`config.mk`:
```
export PLATFORM = sky130hd
export DESIGN_NAME = serreg_master
export DESIGN_NICKNAME = d
export VERILOG_FILES = /design/src/rtl/serreg_pkg.sv /design/src/rtl/serreg_timer.sv /design/src/rtl/serreg_frame.sv /design/src/rtl/serreg_capture.sv /design/src/rtl/serreg_master.sv
export SDC_FILE = /design/constraint.sdc
export NUM_CORES = 1
export LEC_CHECK = 0
export BUFFER_PORTS_ARGS = -buffer_cell sky130_fd_sc_hd__buf_2
export CAP_MARGIN = 5
export CORE_ASPECT_RATIO = 2
export CORE_MARGIN = 2
export CORE_UTILIZATION = 40
export CTS_BUF_LIST = sky130_fd_sc_hd__clkbuf_4
export CTS_CLUSTER_DIAMETER = 120
export CTS_CLUSTER_SIZE = 12
export DETAILED_ROUTE_END_ITERATION = 10
export PLACE_DENSITY = 0.64
export SLEW_MARGIN = 20
export SYNTH_ARGS = -nofsm -noshare
export SYNTH_HDL_FRONTEND = slang
export SYNTH_SLANG_ARGS = --single-unit
```
`constraint.sdc`:
```
create_clock -name clk -period 5 [get_ports clk]
set_input_delay 1 -clock clk [delete_from_list [all_inputs] [get_ports clk]]
set_output_delay 1 -clock clk [all_outputs]
set_load 0.02 [all_outputs]
```
`src/rtl/serreg_pkg.sv`:
```
package serreg_pkg;

  // Frame geometry of the serial link
  localparam int PREAMBLE_BITS = 32;
  localparam int RD_CMD_BITS   = 46;
  localparam int WR_CMD_BITS   = 27;
  localparam int CAPT_BITS     = 32;
  localparam int REG_W         = 16;
  localparam int ADDR_W        = 8;
  localparam int EXTRA_CLKS    = 2;
  localparam int BC_W          = $clog2(RD_CMD_BITS + 1);

  // Timing phase of the link
  typedef enum logic [2:0] {
    PH_IDLE,
    PH_LEAD,   // chip select settled, clock low
    PH_LOW,    // bit cell: clock low
    PH_SETUP,  // bit cell: data presented / sampled, clock low
    PH_HIGH,   // bit cell: clock high
    PH_TAIL,   // clock low after final bit
    PH_PHIGH,  // extra pulse: clock high
    PH_PLOW    // extra pulse: clock low
  } phase_e;

  // Which part of a transaction is running
  typedef enum logic [1:0] {
    SG_CMD,    // outgoing command / write frame
    SG_TURN,   // turnaround pulses of a read
    SG_CAPT,   // incoming read data
    SG_TRAIL   // trailing pulses before release
  } seg_e;

endpackage

```
`src/rtl/serreg_timer.sv`:
```
module serreg_timer #(
  parameter int CW      = 9,
  parameter int MAX_CYC = 300
) (
  input  logic          clk,
  input  logic          rst_n,
  input  logic          load,
  input  logic [CW-1:0] load_val,
  output logic          expired
);

  logic [CW-1:0] cnt_q;

  always_ff @(posedge clk or negedge rst_n) begin
    if (!rst_n) begin
      cnt_q <= '0;
    end else if (load) begin
      cnt_q <= load_val;
    end else if (cnt_q != '0) begin
      cnt_q <= cnt_q - 1'b1;
    end
  end

  assign expired = (cnt_q == '0);

  // a phase never lasts longer than the largest programmed time
  p_cnt_bound_r6: assert property (@(posedge clk) disable iff (!rst_n)
    (32'(cnt_q) <= 32'(MAX_CYC - 1)));

  // without a reload the count only falls
  p_cnt_falls_r6: assert property (@(posedge clk) disable iff (!rst_n)
    (!load && cnt_q != '0) |=> (cnt_q == $past(cnt_q) - 1'b1));

endmodule

```
`src/rtl/serreg_frame.sv`:
```
module serreg_frame
  import serreg_pkg::*;
#(
  parameter int FRAME_W = RD_CMD_BITS
) (
  input  logic              wr,
  input  logic [ADDR_W-1:0] addr,
  input  logic [REG_W-1:0]  wdata,
  output logic [FRAME_W-1:0] frame,
  output logic [BC_W-1:0]   nbits
);

  logic [FRAME_W-1:0] rd_frame;
  logic [FRAME_W-1:0] wr_frame;

  // Read command: preamble, start 01, opcode 10, table 0, device 00, 7-bit address
  assign rd_frame = {{PREAMBLE_BITS{1'b1}}, 2'b01, 2'b10, 1'b0, 2'b00, addr[ADDR_W-2:0]};

  // Write command: start 1, opcode 01, 8-bit address, 16-bit data, left aligned
  assign wr_frame = {1'b1, 2'b01, addr, wdata, {(FRAME_W - WR_CMD_BITS){1'b0}}};

  always_comb begin
    if (wr) begin
      frame = wr_frame;
      nbits = BC_W'(WR_CMD_BITS);
    end else begin
      frame = rd_frame;
      nbits = BC_W'(RD_CMD_BITS);
    end
  end

endmodule

```
`src/rtl/serreg_capture.sv`:
```
module serreg_capture #(
  parameter int CAPT_W = 32
) (
  input  logic              clk,
  input  logic              rst_n,
  input  logic              clear,
  input  logic              shift_en,
  input  logic              sd_in,
  output logic [CAPT_W-1:0] word
);

  always_ff @(posedge clk or negedge rst_n) begin
    if (!rst_n) begin
      word <= '0;
    end else if (clear) begin
      word <= '0;
    end else if (shift_en) begin
      word <= {word[CAPT_W-2:0], sd_in};
    end
  end

  // the first bit received ends up as the most significant bit
  p_shift_order_r2: assert property (@(posedge clk) disable iff (!rst_n)
    (shift_en && !clear) |=> (word[0] == $past(sd_in)));

endmodule

```
`src/rtl/serreg_master.sv`:
```
module serreg_master
  import serreg_pkg::*;
#(
  parameter int CLK_MHZ  = 100,
  parameter int EDGE_US  = 3,
  parameter int SETUP_US = 1
) (
  input  logic              clk,
  input  logic              rst_n,
  input  logic              req_valid,
  output logic              req_ready,
  input  logic              req_write,
  input  logic [ADDR_W-1:0] req_addr,
  input  logic [REG_W-1:0]  req_wdata,
  output logic              rsp_valid,
  output logic [REG_W-1:0]  rsp_rdata,
  output logic              cs_o,
  output logic              cs_oe,
  output logic              sck_o,
  output logic              sck_oe,
  output logic              sd_o,
  output logic              sd_oe,
  input  logic              sd_i
);

  localparam int EDGE_CYC  = CLK_MHZ * EDGE_US;
  localparam int SETUP_CYC = CLK_MHZ * SETUP_US;
  localparam int TMAX      = (EDGE_CYC > SETUP_CYC) ? EDGE_CYC : SETUP_CYC;
  localparam int TW        = (TMAX < 2) ? 1 : $clog2(TMAX);
  localparam int PCW       = (EXTRA_CLKS < 2) ? 1 : $clog2(EXTRA_CLKS);
  localparam int FRAME_W   = RD_CMD_BITS;

  phase_e              phase_q, phase_d;
  seg_e                seg_q;
  logic [FRAME_W-1:0]  tx_q;
  logic [BC_W-1:0]     bits_left_q;
  logic [PCW-1:0]      pulse_q;
  logic                wr_q, odd_q;
  logic                cs_q, sd_q, sd_oe_q, drive_q, done_q;
  logic [REG_W-1:0]    rdata_q;

  logic                start, expired, tmr_load, last_pulse;
  logic [TW-1:0]       tmr_val;
  logic [FRAME_W-1:0]  frame;
  logic [BC_W-1:0]     nbits;
  logic [CAPT_BITS-1:0] capt_word;
  logic                capt_shift;

  assign start      = (phase_q == PH_IDLE) && req_valid;
  assign last_pulse = (pulse_q == PCW'(EXTRA_CLKS - 1));

  serreg_frame #(.FRAME_W(FRAME_W)) u_frame (
    .wr    (req_write),
    .addr  (req_addr),
    .wdata (req_wdata),
    .frame (frame),
    .nbits (nbits)
  );

  serreg_timer #(.CW(TW), .MAX_CYC(TMAX)) u_timer (
    .clk      (clk),
    .rst_n    (rst_n),
    .load     (tmr_load),
    .load_val (tmr_val),
    .expired  (expired)
  );

  assign capt_shift = (phase_q == PH_LOW) && expired && (seg_q == SG_CAPT);

  serreg_capture #(.CAPT_W(CAPT_BITS)) u_capture (
    .clk      (clk),
    .rst_n    (rst_n),
    .clear    (start),
    .shift_en (capt_shift),
    .sd_in    (sd_i),
    .word     (capt_word)
  );

  // Next phase
  always_comb begin
    phase_d = phase_q;
    unique case (phase_q)
      PH_IDLE:  if (req_valid) phase_d = PH_LEAD;
      PH_LEAD:  if (expired)   phase_d = PH_LOW;
      PH_LOW:   if (expired)   phase_d = PH_SETUP;
      PH_SETUP: if (expired)   phase_d = PH_HIGH;
      PH_HIGH:  if (expired)   phase_d = (bits_left_q == BC_W'(1)) ? PH_TAIL : PH_LOW;
      PH_TAIL:  if (expired)   phase_d = PH_PHIGH;
      PH_PHIGH: if (expired)   phase_d = PH_PLOW;
      PH_PLOW: begin
        if (expired) begin
          if (!last_pulse)            phase_d = PH_PHIGH;
          else if (seg_q == SG_TURN)  phase_d = PH_LEAD;
          else                        phase_d = PH_IDLE;
        end
      end
      default: phase_d = PH_IDLE;
    endcase
    tmr_load = (phase_d != phase_q);
    tmr_val  = (phase_d == PH_SETUP) ? TW'(SETUP_CYC - 1) : TW'(EDGE_CYC - 1);
  end

  // Sequencer state
  always_ff @(posedge clk or negedge rst_n) begin
    if (!rst_n) begin
      phase_q     <= PH_IDLE;
      seg_q       <= SG_CMD;
      tx_q        <= '0;
      bits_left_q <= '0;
      pulse_q     <= '0;
      wr_q        <= 1'b0;
      odd_q       <= 1'b0;
      cs_q        <= 1'b0;
      sd_q        <= 1'b0;
      sd_oe_q     <= 1'b0;
      drive_q     <= 1'b0;
      done_q      <= 1'b0;
      rdata_q     <= '0;
    end else begin
      phase_q <= phase_d;
      done_q  <= 1'b0;
      if (start) begin
        tx_q        <= frame;
        bits_left_q <= nbits;
        wr_q        <= req_write;
        odd_q       <= req_addr[0];
        seg_q       <= SG_CMD;
        cs_q        <= req_write;
        sd_q        <= 1'b0;
        sd_oe_q     <= 1'b1;
        drive_q     <= 1'b1;
      end else if (expired) begin
        unique case (phase_q)
          PH_LOW: begin
            if (seg_q == SG_CMD) begin
              sd_q <= tx_q[FRAME_W-1];
              tx_q <= {tx_q[FRAME_W-2:0], 1'b0};
            end
          end
          PH_HIGH: bits_left_q <= bits_left_q - 1'b1;
          PH_TAIL: begin
            pulse_q <= '0;
            if (seg_q == SG_CMD) begin
              if (wr_q) begin
                cs_q  <= 1'b0;
                seg_q <= SG_TRAIL;
              end else begin
                sd_oe_q <= 1'b0;
                seg_q   <= SG_TURN;
              end
            end else begin
              seg_q <= SG_TRAIL;
            end
          end
          PH_PLOW: begin
            if (!last_pulse) begin
              pulse_q <= pulse_q + 1'b1;
            end else if (seg_q == SG_TURN) begin
              seg_q       <= SG_CAPT;
              bits_left_q <= BC_W'(CAPT_BITS);
            end else begin
              drive_q <= 1'b0;
              sd_oe_q <= 1'b0;
              done_q  <= 1'b1;
              if (!wr_q) begin
                rdata_q <= odd_q ? capt_word[CAPT_BITS-1 -: REG_W] : capt_word[REG_W-1:0];
              end
            end
          end
          default: ;
        endcase
      end
    end
  end

  assign req_ready = (phase_q == PH_IDLE);
  assign rsp_valid = done_q;
  assign rsp_rdata = rdata_q;
  assign cs_o      = cs_q;
  assign cs_oe     = drive_q;
  assign sck_o     = (phase_q == PH_HIGH) || (phase_q == PH_PHIGH);
  assign sck_oe    = drive_q;
  assign sd_o      = sd_q;
  assign sd_oe     = sd_oe_q;

  // an accepted request drives all three lines with clock and data low
  p_accept_drives_r8: assert property (@(posedge clk) disable iff (!rst_n)
    (req_valid && req_ready) |=> (cs_oe && sck_oe && sd_oe && !sck_o && !sd_o));

  // the pins are released whenever the block is ready for a request
  p_ready_released_r9: assert property (@(posedge clk) disable iff (!rst_n)
    req_ready |-> (!sck_oe && !sd_oe));

  // the completion pulse lasts a single cycle
  p_done_single_r10: assert property (@(posedge clk) disable iff (!rst_n)
    rsp_valid |=> !rsp_valid);

  // read data moves only together with a completion pulse
  p_rdata_hold_r10: assert property (@(posedge clk) disable iff (!rst_n)
    !rsp_valid |-> $stable(rsp_rdata));

  // data does not move while the clock stays high
  p_sd_hold_high_r6: assert property (@(posedge clk) disable iff (!rst_n)
    (sck_o && $past(sck_o)) |-> $stable(sd_o));

  // chip select does not move while the clock stays high
  p_cs_hold_high_r4: assert property (@(posedge clk) disable iff (!rst_n)
    (sck_o && $past(sck_o)) |-> $stable(cs_o));

  // the data line stays released while reply bits come in
  p_capt_released_r2: assert property (@(posedge clk) disable iff (!rst_n)
    (seg_q == SG_CAPT) |-> !sd_oe);

endmodule

```
==> results.txt <==
The run finished with clean final reports. The run gives 2.692 mW as the total power consumption of the routed design. Commonest register cell after synthesis: sky130_fd_sc_hd__dfrtp_1.

Setup repair after global routing left no endpoint under its margin. The congestion estimate from routability-driven global placement came to 0.7963. At the later pin of the worst-skew pair, clock insertion delay measures 530 ps. Hold repair after CTS inserted 0 buffers. When the netlist entered floorplanning its net count stood at 608.

The data required time at the worst endpoint was 4000 ps; the hold violation count in the final report was 0. The count of flip-flops with a built-in enable after synthesis is 0. The clock root buffer master is sky130_fd_sc_hd__clkbuf_4. The detail route stage leaves a number of antenna-violating nets equal to 0. In the final routed layout, each cell accounts on average for 15.38 µm. The effective utilization at floorplan is 0.4079, and the clock skew is 27.34 ps. The clock slew seen by the registers of the worst setup and hold paths was 130 ps. The type of the tightest min-delay check was input pin to asynchronous set/reset pin. The post-detailed-placement half-perimeter wirelength is 8425 µm, and the post-detailed-placement cell area is 0.006195 mm².

The share of synthesized flip-flops with an asynchronous set or reset was 1.000; the via count of the first global-routing pass was 4447. The worst setup path is captured at a primary output. The run gives 0.01559 mm² as the die footprint. OpenSTA, run right after detailed placement, puts the worst setup slack at 2017 ps. TritonCTS built the clock tree. Largest buffer count on any clock path: 2. The top-area cell type share of the netlist area was 0.5244. The maximum clock frequency is 0.3500 GHz, and the register bit total from synthesis is 122. For the residual overflow from global routing, the log shows 0. The tools report the wire length of the first global-routing pass as 21360 µm. Relative max-transition margin: 0.4375.

The biggest area contributor in the post-synthesis netlist is sky130_fd_sc_hd__dfrtp_1. The synthesized netlist contains 56 unique library cells. Yosys printed 0 warnings. The total track usage is 0.1732.

The iteration count of the initial detailed-routing pass is 5. Setup violations remaining at the end of the flow were counted as 0. The number of buffer cells added on primary ports came out at 52. Adding up every negative setup slack in the final design gives 0 ps. From synthesis to final layout, the design area changed by 11.30%. Along the worst path, the maximum fanout reaches 20. The portion of the post-synthesis area used by sequential elements is 0.5244. In the layout the commonest cells are sky130_fd_sc_hd__dfrtp_1 (122), sky130_fd_sc_hd__nand2_1 (105), sky130_fd_sc_hd__buf_2 (51).

The run gives 0.4540 as the final core utilization. The maximum level of the CTS H-tree is 4. For this block, wires on met1 add up to 5141 µm.

The vertical extent of the die came out at 174.6 µm. The worst setup path is of the register to primary output kind. In this run the standard cell core region covers 0.01427 mm². The highest metal layer carrying signal wires in the routed design is met4. The initial antenna violation count came out at 1.

The width of the die works out to 89.31 µm. The leading cell type in the layout, fill and taps excluded is sky130_fd_sc_hd__dfrtp_1. After routing the design area is 0.006480 mm². The final route contains 4401 vias. For this run, design rule violations remaining after detail routing come to 0. The final layout contains 644 nets. The met2 wire length is 6864 µm, and the number of setup buffers added after CTS is 0. After synthesis, the cell types taking the most area are sky130_fd_sc_hd__dfrtp_1 (52%), sky130_fd_sc_hd__nand2_1 (6.8%), sky130_fd_sc_hd__mux2i_1 (5.5%). Ratio of cells with drive above 1 in the final layout: 0.1843. Entering global routing, the biggest net connects 51 pins.

In the detailed route, the total length drawn on met3 is 371 µm. The total power density per cell area works out to 415.4 mW/mm². The logs give 0 for the max-slew violation total from the final report and 0.1497 mV for the worst ir drop on vdd.

The shortest clock period the worst path allows after layout works out to 2857 ps. The run gives 2143 ps as the final worst setup slack. The transition time at the pin with the least slew margin came out at 841.0 ps. The logs give 314 for the first-iteration detailed-routing DRC count and 0 for the count of cells resized by post-cts repair.

In this run the core area contains 62 standard-cell rows. The post-route clock period utilization is 0.5714. The tools report the type of element launching the critical path as a register. The tool flagged a number of max-cap violations equal to 0. Leakage power figure: 2.900 nW. Pin placement for this block handled 53 I/O pins. At the worst endpoint, the arrival time is 1860 ps. After technology mapping, the gate count stands at 575. Counting the buffers created by CTS gives 17. The synthesized area divided by synthesized cell count was 10.12 µm²; the clock sink total was 122. The mapped netlist covers 0.005822 mm².

The via-per-instance ratio was 5.387. After detailed routing, the total wire length is 12560 µm.
-- per-layer routing --
layer | vias up | GRT usage
li1 | 2106 | -
met1 | 2194 | 0.2083
met2 | 91 | 0.2935
met3 | 10 | 0.04251
met4 | 0 | 0.06343
met5 | - | 0
-- Yosys cell counts (10+ instances only) --
master                       n
sky130_fd_sc_hd__dfrtp_1   122
sky130_fd_sc_hd__nand2_1   105
sky130_fd_sc_hd__nor2_1     48
sky130_fd_sc_hd__a31oi_1    42
sky130_fd_sc_hd__mux2i_1    32
sky130_fd_sc_hd__clkbuf_1   29
sky130_fd_sc_hd__nor3b_1    25
sky130_fd_sc_hd__mux2_1     18
sky130_fd_sc_hd__a21oi_1    17
sky130_fd_sc_hd__mux2_2     16
sky130_fd_sc_hd__inv_1      11
sky130_fd_sc_hd__o21ai_0    10
-- registers in the layout (all words and copies together) (netlist names), 2 cells and up --
name and cells:
u_timer.cnt_q 9, u_capture.word 32, seg_q 2, rsp_rdata 16, tx_q 46, phase_q 3
bits_left_q 6
-- per-stage QoR --
step	hold WS, ps	std cells
after floorplan	463.9	575
after global placement	460.8	784
after detailed placement	469.1	784
after CTS	468.0	816
after global routing	483.6	817
final	470.2	817
-- layout make-up --
class / instances / area, µm²
Inverter: 11 / 41.29
Timing Repair Buffer: 61 / 330.3
Clock buffer: 18 / 135.1
Clock inverter: 14 / 147.6
Fill cell: 1403 / 7794
Sequential cell: 122 / 3053
Antenna cell: 1 / 2.502
Tap cell: 192 / 240.2
Multi-Input combinational cell: 398 / 2530
-- where the power goes --
group | internal (mW) | switching (mW) | total [mW]
registers | 1.19 | 0.193 | 1.38
clock network | 0.303 | 0.389 | 0.692
logic | 0.253 | 0.365 | 0.618
total | 1.74 | 0.947 | 2.69
-- worst paths after layout --
kind | from | end | slack [ps] | cells after the start
worst min register to register | rsp_rdata[11] | rsp_rdata[11] | 490 | 1
max in group asynchronous | rst_n | u_capture.word[17] | 3480 | 2
worst max-delay path | phase_q[0] | req_ready | 2140 | 2
min in group clk | rsp_rdata[11] | rsp_rdata[11] | 490 | 1
worst max register to register | u_timer.cnt_q[0] | rsp_rdata[14] | 2350 | 7
worst min-delay path | rst_n | u_timer.cnt_q[3] | 470 | 1
-- worst max-delay path: stages, from the launching register on --
cell and delay, ps:
sky130_fd_sc_hd__dfrtp_1 620, sky130_fd_sc_hd__nor3_1 460, sky130_fd_sc_hd__buf_2 250
-- cells by family after synthesis --
| kind of cell | share of synthesized area |
|---|---|
| and+or+nand+nor | 0.1874 |
| DFF | 0.5244 |
| AOI/OAI and AO/OA | 0.1122 |
| muxes | 0.1208 |
| buffers and inverters | 0.04212 |
| adders and majority gates | 0.008597 |
| xor gates and xnor gates | 0.004514 |
Power figures use the tool's default switching activity.
